File: src/rtl/rtc_pkg.sv
package rtc_pkg;

  typedef enum logic [2:0] {
    FLD_SEC  = 3'd0,
    FLD_MIN  = 3'd1,
    FLD_HOUR = 3'd2,
    FLD_DAY  = 3'd3,
    FLD_WDAY = 3'd4,
    FLD_MON  = 3'd5,
    FLD_YEAR = 3'd6,
    FLD_STAT = 3'd7
  } fld_e;

  localparam int unsigned NUM_FLD = 8;

  // Divisible by four on BCD: tens parity selects which units digits qualify
  function automatic logic leap_year(input logic [4:0] yr_lo);
    if (yr_lo[4]) return (yr_lo[3:0] == 4'd2) || (yr_lo[3:0] == 4'd6);
    return (yr_lo[3:0] == 4'd0) || (yr_lo[3:0] == 4'd4) || (yr_lo[3:0] == 4'd8);
  endfunction

  function automatic logic [5:0] month_len(input logic [4:0] mon, input logic [4:0] yr_lo);
    case (mon)
      5'h02:                      return leap_year(yr_lo) ? 6'h29 : 6'h28;
      5'h04, 5'h06, 5'h09, 5'h11: return 6'h30;
      default:                    return 6'h31;
    endcase
  endfunction

endpackage

File: src/rtl/rtc_prescaler.sv
module rtc_prescaler #(
  parameter int unsigned DIV_W = 15  // must be >= 7
) (
  input  logic clk_i,
  input  logic rst_ni,
  input  logic stop_i,
  input  logic clr_i,
  output logic tick_o
);
  localparam logic [DIV_W-1:0] ALL_ONES = '1;
  // first tick after stop release lands HALF + HALF/64 cycles later
  localparam logic [DIV_W-1:0] PRELOAD  =
    DIV_W'((64'd1 << (DIV_W-1)) - (64'd1 << (DIV_W-7)));

  logic [DIV_W-1:0] cnt_q;

  always_ff @(posedge clk_i or negedge rst_ni) begin
    if (!rst_ni)     cnt_q <= '0;
    else if (stop_i) cnt_q <= PRELOAD;
    else if (clr_i)  cnt_q <= '0;
    else             cnt_q <= cnt_q + 1'b1;
  end

  assign tick_o = !stop_i && !clr_i && (cnt_q == ALL_ONES);

endmodule

File: src/rtl/rtc_field_cnt.sv
module rtc_field_cnt #(
  parameter int unsigned     W       = 7,
  parameter logic [W-1:0]    RST_VAL = '0
) (
  input  logic         clk_i,
  input  logic         rst_ni,
  input  logic         inc_i,
  input  logic         ld_i,
  input  logic [W-1:0] ld_val_i,
  input  logic [W-1:0] lo_i,
  input  logic [W-1:0] hi_i,
  output logic [W-1:0] val_o,
  output logic         carry_o
);
  logic [W-1:0] val_q, nxt_val;
  logic         at_top;

  generate
    if (W > 4) begin : g_bcd
      always_comb begin
        if (val_q[3:0] == 4'd9) nxt_val = {val_q[W-1:4] + 1'b1, 4'h0};
        else                    nxt_val = {val_q[W-1:4], val_q[3:0] + 4'h1};
      end
    end else begin : g_bin
      always_comb nxt_val = val_q + 1'b1;
    end
  endgenerate

  // >= so an out-of-range value left by a month change still wraps
  assign at_top  = (val_q >= hi_i);
  assign carry_o = inc_i && !ld_i && at_top;

  always_ff @(posedge clk_i or negedge rst_ni) begin
    if (!rst_ni)     val_q <= RST_VAL;
    else if (ld_i)   val_q <= ld_val_i;
    else if (inc_i)  val_q <= at_top ? lo_i : nxt_val;
  end

  assign val_o = val_q;

endmodule

File: src/rtl/rtc_vl_flag.sv
module rtc_vl_flag (
  input  logic clk_i,
  input  logic rst_ni,
  input  logic set_i,
  input  logic clr_i,
  output logic flag_o
);
  logic flag_q;

  always_ff @(posedge clk_i or negedge rst_ni) begin
    if (!rst_ni)     flag_q <= 1'b1;
    else if (set_i)  flag_q <= 1'b1;
    else if (clr_i)  flag_q <= 1'b0;
  end

  assign flag_o = flag_q;

endmodule

File: src/rtl/rtc_calendar_core.sv
module rtc_calendar_core
  import rtc_pkg::*;
#(
  parameter int unsigned DIV_W = 15
) (
  input  logic       clk_i,
  input  logic       rst_ni,
  input  logic       stop_i,
  input  logic       vlow_i,
  input  logic       wr_en_i,
  input  logic [2:0] wr_addr_i,
  input  logic [7:0] wr_data_i,
  output logic [6:0] sec_o,
  output logic [6:0] min_o,
  output logic [5:0] hour_o,
  output logic [5:0] day_o,
  output logic [2:0] wday_o,
  output logic [4:0] mon_o,
  output logic       cent_o,
  output logic [7:0] year_o,
  output logic       vl_o
);
  logic [NUM_FLD-1:0] fld_ld;
  logic time_wr, tick;
  logic c_sec, c_min, c_hour, c_day, c_mon, c_year, c_wday;
  logic [5:0] day_max;
  logic cent_q;

  for (genvar g = 0; g < NUM_FLD; g++) begin : g_ld
    assign fld_ld[g] = wr_en_i && (wr_addr_i == 3'(g));
  end

  assign time_wr = |fld_ld[FLD_YEAR:FLD_SEC];
  assign day_max = month_len(mon_o, year_o[4:0]);

  rtc_prescaler #(.DIV_W(DIV_W)) u_presc (
    .clk_i, .rst_ni, .stop_i, .clr_i(time_wr), .tick_o(tick)
  );

  rtc_field_cnt #(.W(7), .RST_VAL(7'h00)) u_sec (
    .clk_i, .rst_ni, .inc_i(tick), .ld_i(fld_ld[FLD_SEC]), .ld_val_i(wr_data_i[6:0]),
    .lo_i(7'h00), .hi_i(7'h59), .val_o(sec_o), .carry_o(c_sec)
  );

  rtc_field_cnt #(.W(7), .RST_VAL(7'h00)) u_min (
    .clk_i, .rst_ni, .inc_i(c_sec), .ld_i(fld_ld[FLD_MIN]), .ld_val_i(wr_data_i[6:0]),
    .lo_i(7'h00), .hi_i(7'h59), .val_o(min_o), .carry_o(c_min)
  );

  rtc_field_cnt #(.W(6), .RST_VAL(6'h00)) u_hour (
    .clk_i, .rst_ni, .inc_i(c_min), .ld_i(fld_ld[FLD_HOUR]), .ld_val_i(wr_data_i[5:0]),
    .lo_i(6'h00), .hi_i(6'h23), .val_o(hour_o), .carry_o(c_hour)
  );

  rtc_field_cnt #(.W(6), .RST_VAL(6'h01)) u_day (
    .clk_i, .rst_ni, .inc_i(c_hour), .ld_i(fld_ld[FLD_DAY]), .ld_val_i(wr_data_i[5:0]),
    .lo_i(6'h01), .hi_i(day_max), .val_o(day_o), .carry_o(c_day)
  );

  rtc_field_cnt #(.W(3), .RST_VAL(3'd0)) u_wday (
    .clk_i, .rst_ni, .inc_i(c_hour), .ld_i(fld_ld[FLD_WDAY]), .ld_val_i(wr_data_i[2:0]),
    .lo_i(3'd0), .hi_i(3'd6), .val_o(wday_o), .carry_o(c_wday)
  );

  rtc_field_cnt #(.W(5), .RST_VAL(5'h01)) u_mon (
    .clk_i, .rst_ni, .inc_i(c_day), .ld_i(fld_ld[FLD_MON]), .ld_val_i(wr_data_i[4:0]),
    .lo_i(5'h01), .hi_i(5'h12), .val_o(mon_o), .carry_o(c_mon)
  );

  rtc_field_cnt #(.W(8), .RST_VAL(8'h00)) u_year (
    .clk_i, .rst_ni, .inc_i(c_mon), .ld_i(fld_ld[FLD_YEAR]), .ld_val_i(wr_data_i),
    .lo_i(8'h00), .hi_i(8'h99), .val_o(year_o), .carry_o(c_year)
  );

  // weekday carry has no consumer; the week is not a calendar level
  logic unused_wday_carry;
  assign unused_wday_carry = c_wday;

  always_ff @(posedge clk_i or negedge rst_ni) begin
    if (!rst_ni)               cent_q <= 1'b0;
    else if (fld_ld[FLD_MON])  cent_q <= wr_data_i[7];
    else if (c_year)           cent_q <= ~cent_q;
  end
  assign cent_o = cent_q;

  rtc_vl_flag u_vl (
    .clk_i, .rst_ni, .set_i(vlow_i),
    .clr_i(fld_ld[FLD_STAT] && !wr_data_i[0]), .flag_o(vl_o)
  );

endmodule

File: config.mk
export PLATFORM = sky130hd
export DESIGN_NAME = rtc_calendar_core
export DESIGN_NICKNAME = d
export VERILOG_FILES = /design/src/rtl/rtc_pkg.sv /design/src/rtl/rtc_prescaler.sv /design/src/rtl/rtc_field_cnt.sv /design/src/rtl/rtc_vl_flag.sv /design/src/rtl/rtc_calendar_core.sv
export SDC_FILE = /design/constraint.sdc
export NUM_CORES = 1
export LEC_CHECK = 0
export BUFFER_PORTS_ARGS = -buffer_cell sky130_fd_sc_hd__clkbuf_2
export CORE_ASPECT_RATIO = 0.8
export CORE_MARGIN = 2
export CORE_UTILIZATION = 58
export DETAILED_ROUTE_END_ITERATION = 10
export GPL_ROUTABILITY_DRIVEN = 1
export PLACE_DENSITY = 0.81
export REMOVE_ABC_BUFFERS = 1
export SLEW_MARGIN = 20
export SYNTH_ARGS = -nofsm -noshare
export SYNTH_HDL_FRONTEND = slang
export SYNTH_SLANG_ARGS = --single-unit
File: constraint.sdc
create_clock -name clk_i -period 3.7 [get_ports clk_i]
set_input_delay 0.555 -clock clk_i [delete_from_list [all_inputs] [get_ports clk_i]]
set_output_delay 0.555 -clock clk_i [all_outputs]
set_load 0.02 [all_outputs]
Word level (Yosys, flattened, before mapping)
Cells that the tools add are included.

RAM bits: 0. ROM bits: 0. Logic and storage cells: 161. Input bits: 16. Memories: 0. Register bits after elaboration: 59. Output and inout bits: 44. Latch bits: 0.

Shift operators: 0. Reduce and logical (&&, ||, !) cells: 60. Bitwise operators: 1. Div/mod/pow operators: 0. Order comparisons: 7. Muxes and demuxes: 40. Multipliers: 0. $add $sub $neg: 14. Eq/ne operators: 23.

Operator list (number): 7-bit two-way mux (8); 6-bit two-way mux (8); 8-bit two-way mux (4); 15-bit two-way mux (2); 4-bit by 1-bit adder with 4-bit output, second input constant (7); 4-bit equality test, second input constant (7); 1-bit logical AND (23); 5-bit two-way mux (4); 2-bit nonzero test (9); 3-bit nonzero test (6); 15-bit by 1-bit adder with 15-bit output, second input constant (1); 15-bit equality test, second input constant (1); 7-bit greater-or-equal comparator, second input constant (2); 3-bit equality test, second input constant (4); 2-bit AND reduction (6); 5-bit by 3-bit equality test with 1-bit output, second input constant (2); 1-bit two-way mux (10); 5-bit case mux with 2 select lines (1); 3-bit by 1-bit adder with 3-bit output, second input constant (3); 1-bit logical NOT (9); 3-bit two-way mux (3); 4-bit by 3-bit equality test with 1-bit output, second input constant (2); 8-bit greater-or-equal comparator, second input constant (1); 7-bit OR reduction (1); 17 further kinds (21).

Depth between registers and ports, before layout
Word-level depth: 20. Mapped depth: 13. Gate-level depth less buffers: 12.

Cells and area by module
From an unflattened synthesis, not the netlist that was laid out.

Cells, all modules: 611. Area, all modules: 5378.9 µm².

By module, submodules not included: rtc_field_cnt (u_min ...) (cells each 83, instances 2, sequential area each 175.2 µm², area an instance 714.4 µm²); rtc_prescaler (cells each 88, instances 1, sequential area each 375.4 µm², area an instance 835.8 µm²); rtc_field_cnt (u_year) (cells each 95, instances 1, sequential area each 200.2 µm², area an instance 817.0 µm²); rtc_field_cnt (u_day) (cells each 68, instances 1, sequential area each 151.4 µm², area an instance 606.8 µm²); rtc_field_cnt (u_hour) (cells each 68, instances 1, sequential area each 150.1 µm², area an instance 605.6 µm²); rtc_field_cnt (u_mon) (cells each 62, instances 1, sequential area each 126.4 µm², area an instance 519.2 µm²); rtc_field_cnt (u_wday) (cells each 30, instances 1, sequential area each 75.1 µm², area an instance 287.8 µm²); rtc_calendar_core (cells each 31, instances 1, sequential area each 25.0 µm², area an instance 240.2 µm²); rtc_vl_flag (cells each 3, instances 1, sequential area each 26.3 µm², area an instance 37.5 µm²).

Least setup slack after synthesis
No wires, ideal clock.

Path kind: register to register. Start point: register u_year.val_q[3] (netlist: u_year.val_o[3]). End point: register u_year.val_q[5] (netlist: u_year.val_o[5]). Path slack: 0.480 ns. Clock period less this slack: 3.220 ns. Buffers on the path: 1. Data required time: 3.574 ns. Library setup time: 0.126 ns. Stages on the path, launching flop included: 14. Data arrival time: 3.094 ns. Cells stage by stage: dfrtp_1 -> clkbuf_1 -> a211oi_1 -> a31oi_1 -> o21ai_0 -> nand2b_1 -> a32oi_1 -> ha_1 -> or4b_2 -> a22oi_1 -> nor3_2 -> nand2_1 -> o21ai_0 -> a2bb2oi_1.

Word-level cells in the longest chain between the ends: 13. Elaborated cells between the ends (all ways): 25. Those cells by class: 2 x order compare; 5 x eq/ne; 8 x mux; 10 x reduce/logical.

RTL lines: start, declared (RTL line rtc_field_cnt.sv:15) `logic [W-1:0] val_q, nxt_val;`; start signal, assigned (RTL line rtc_field_cnt.sv:35) `else if (ld_i) val_q <= ld_val_i;`; start signal, assigned (RTL line rtc_field_cnt.sv:36) `else if (inc_i) val_q <= at_top ? lo_i : nxt_val;`; 4-bit by 2-bit equality test with 1-bit output (tied with other cells) (RTL line rtc_pkg.sv:18) `if (yr_lo[4]) return (yr_lo[3:0] == 4'd2) || (yr_lo[3:0] == 4'd6);`; 1-bit logical OR (on tied branches) (RTL line rtc_pkg.sv:18, rtc_pkg.sv:19); 1-bit two-way mux or 1-bit logical OR (tied branches) (RTL line rtc_pkg.sv:18, rtc_pkg.sv:19); 1-bit two-way mux (RTL line rtc_pkg.sv:19) `return (yr_lo[3:0] == 4'd0) || (yr_lo[3:0] == 4'd4) || (yr_lo[3:0] == 4'd8);`; 1-bit two-way mux (RTL line rtc_pkg.sv:23) `case (mon)`; 1-bit two-way mux (RTL line rtc_pkg.sv:24) `5'h02: return leap_year(yr_lo) ? 6'h29 : 6'h28;`; 5-bit case mux with 2 select lines (RTL line rtc_pkg.sv:23); 6-bit greater-or-equal comparator (RTL line rtc_field_cnt.sv:30) `assign at_top = (val_q >= hi_i);`; 1-bit logical AND (3 in a row) (RTL line rtc_field_cnt.sv:31) `assign carry_o = inc_i && !ld_i && at_top;`; 2-bit nonzero test (no line); 2-bit AND reduction (no line).

Parallel ways exist; a longest one is shown, timed or not. The select of a mux whose other input is x is not followed. A chain may end at the register's enable or synchronous reset.

Final worst setup path
Same ends and word-level chain as after synthesis.

==> key figures <==
Status
  • Status: completed

Route
  • Routed via count: 3712
  • Vias per std cell: 6.26
  • Antenna Violating Nets Remaining: 0
  • Post-Route WL: 9.74 mm
  • WL per Instance: 16.4 um
  • Detailed Routing Iterations Pass 1: 5
  • Drc violations: 0
  • Starting DRT DRC Count: 232

Power and ir drop
  • Worst vdd ir: 386 uV
  • Switching Fraction: 38.7%
  • Psw: 0.920 mW
  • Pwr dens: 525 nW/um^2
  • P_leak: 2.03 nW
  • Internal power: 1.46 mW
  • Clock Power Share: 26.6%
  • Flop pwr share: 40.7%
  • Comb pwr share: 32.7%

Worst setup path
  • Nature of the critical path startpoint: flip-flop
  • FF-to-FF setup slack: 430 ps
  • Largest stage delay, worst path: 690 ps
  • Type of the worst setup path: reg -> reg
  • Arrival @ worst endpoint: 3480 ps
  • Worst Path Required: 3910 ps
  • CP Max Fanout: 8
  • Crit end category: flip-flop
  • Most used cell along the critical path: o21ai_0
  • CP max stage cell: or4b_2
  • Crit-path cells: a211oi_1, a31oi_1, o21ai_0, nand2b_1, a32oi_1, ha_1, or4b_2, a22oi_1, nor3_2, nand2_1, o21ai_0, a2bb2oi_1

Layout
  • Leading cell type in the layout, fill and taps excluded: clkbuf_2
  • Layout area overhead: 13.8%
  • Final Non-Filler Cells: 593
  • Most frequent cells in the layout: clkbuf_2 (59), dfrtp_1 (56), nand2_1 (51), nor2_1 (38), o21ai_0 (31)
  • N_diodes: 0
  • Fraction of layout cells with a size suffix above 1: 19.3%
  • Final #Nets: 541

Timing
  • Final min period: 3270 ps
  • Worst-margin pin slew: 734 ps
  • RSZ-0062 raised after global routing: false
  • Final-report max-slew violation count: 0
  • TNS Setup: 0 ps
  • Max-slew headroom: 50.4%
  • Achievable Freq: 306 MHz
  • Final hold violations: 0
  • Final worst path period share: 88.4%
  • Setup violators final: 0
  • Clock skew: 11.6 ps

Floorplan
  • Die height: 78.1 um
  • Die area: 7540 um^2
  • Ports: 60
  • Initial Utilization: 61.2%
  • Core Box Area: 6510 um^2
  • Die X: 96.6 um
  • Rows: 26

CTS
  • Cts bufs inserted: 9
  • PostCTS Resize Cnt: 0
  • Post CTS Setup Buffer Count: 0
  • Clk sink count: 59
  • Max clock buf depth: 2
  • TritonCTS clock tree: done
  • CTS clk-pin slew, worst paths: 70 ps
  • Max H-tree Level: 3
  • Hold buffer count at cts: 0
  • Worst skew pair latency: 340 ps
  • Clock Tree Root: clkbuf_8

Synth
  • Unique masters post-synth: 67
  • Post-synth EDFFs: 0
  • YS warnings: 0
  • Synth Register Bits: 59
  • Mapped cell area: 3980 um^2
  • Ys async rst share: 100%
  • Syn Area/Cell: 8.86 um^2
  • Primary FF master, synth: dfrtp_1
  • Register area share after synthesis: 37.2%
  • Mapped Cells: 449

Global routing
  • Gr busiest metal: met2
  • First-pass GRT wire length: 16.5 mm
  • Vias in the first global route: 3401
  • Total track usage: 27.0%
  • Total grt overflow: 0
  • Met3 usage: 7.30%
  • Met1 usage: 38.5%
  • Largest net degree at the start of global routing: 40
  • Met2 usage: 41.3%
  • Initial antenna violation count: 0

Job
  • Max-cap violations: 0

Placed design
  • PortBufs: 59
  • Placed cells: 577
  • Gp weighted congestion: 0.860
  • Post-detail-place hpwl: 7.26 mm

Min path
  • HP Class: in -> async
==> logic make-up after synthesis <==
group	after synthesis	synth area share, %
AND/OR/NAND/NOR	185	25.9
AO/OA/AOI/OAI	127	21.8
flip-flops	59	37.2
buffers and inverters	37	3.93
adder cells (fa/ha/maj)	21	6.60
XOR/XNOR	17	3.74
multiplexers	3	0.786
==> area by class of cell <==
type,instances,area (um^2)
flip-flops and latches,59,1480
multi-input cells,353,2340
fillers,526,1980
clock buffers,11,131
inverters,18,67.6
clock inverters,5,77.6
well taps,84,105
repair buffers,63,325
==> layer usage <==
layer	up-vias	share of wire (%)
li1	1767	-
met1	1783	46
met2	152	45
met3	10	7.7
met4	0	1.2
met5	-	0
==> path summary, 6_finish.rpt <==
check                                             from                           to  depth (start not counted)
setup reg to reg           u_year.val_o[3]$_DFFE_PN0P_  u_year.val_o[5]$_DFFE_PN0P_                         12
hold reg to reg             u_presc.cnt_q[0]$_DFF_PN0_   u_presc.cnt_q[0]$_DFF_PN0_                          1
min in group clk_i                              vlow_i      u_vl.flag_o$_DFFE_PN1P_                          2
max in group asynchronous                       rst_ni   u_mon.val_o[0]$_DFFE_PN1P_                          2
hold / removal                                  rst_ni  u_hour.val_o[2]$_DFFE_PN0P_                          1
setup / recovery           u_year.val_o[3]$_DFFE_PN0P_  u_year.val_o[5]$_DFFE_PN0P_                         12
==> Yosys cell counts (all sizes together) (4+ instances only) <==
| cell | count | area, um^2 |
|---|---|---|
| a21o | 12 | 90.1 |
| a21oi | 18 | 93.8 |
| a22oi | 8 | 60.1 |
| a2bb2oi | 5 | 43.8 |
| a31oi | 8 | 56.3 |
| and2 | 4 | 25.0 |
| buf | 7 | 43.8 |
| clkbuf | 12 | 45.0 |
| dfrtp | 56 | 1400 |
| ha | 21 | 263 |
| inv | 18 | 67.6 |
| nand2 | 52 | 203 |
| nand2b | 8 | 50.1 |
| nand3 | 24 | 130 |
| nand4 | 9 | 71.3 |
| nor2 | 38 | 143 |
| nor3 | 14 | 75.1 |
| nor4b | 4 | 53.8 |
| o211ai | 16 | 120 |
| o21ai | 32 | 160 |
| o311a | 4 | 40.0 |
| o31ai | 4 | 30.0 |
| or4b | 4 | 40.0 |
| xnor2 | 6 | 52.6 |
| xor2 | 11 | 96.3 |
==> flip-flops by register name, summed over array words and instances, names as in the netlist <==
name           flops
u_wday.val_o       3
u_day.val_o        6
u_sec.val_o        7
u_min.val_o        7
u_vl.flag_o        1
u_year.val_o       8
u_hour.val_o       6
u_presc.cnt_q     15
cent_o             1
u_mon.val_o        5
==> critical path, delay by kind of cell, from the launching register on <==
family,cells,cell delay (ps)
simple gates,4,1090
flops,1,460
fa+ha+maj,1,260
compound gates,7,1300
==> per-stage QoR <==
stage / hold WS, ps / cell area [um^2] / worst slack (ps) / power, mW / util, %
floorplan: 259 / 3890 / 571 / 1.46 / -
global placement: 469 / 4320 / 560 / 1.71 / 66.4
detailed placement: 496 / 4320 / 508 / 1.75 / 66.4
CTS: 195 / 4530 / 488 / 2.38 / 69.6
global route: 219 / 4530 / 202 / 2.53 / 69.6
finish: 189 / 4530 / 429 / 2.38 / 69.6
==> power groups by stage <==
stage / logic, mW / registers [mW] / clock network (mW)
floorplan: 0.398 / 1.06 / 0
global placement: 0.747 / 0.963 / 0
detailed placement: 0.775 / 0.974 / 0
CTS: 0.778 / 0.963 / 0.640
global route: 0.857 / 0.995 / 0.674
finish: 0.776 / 0.968 / 0.632
No activity file was read; power rests on OpenSTA's default activity.
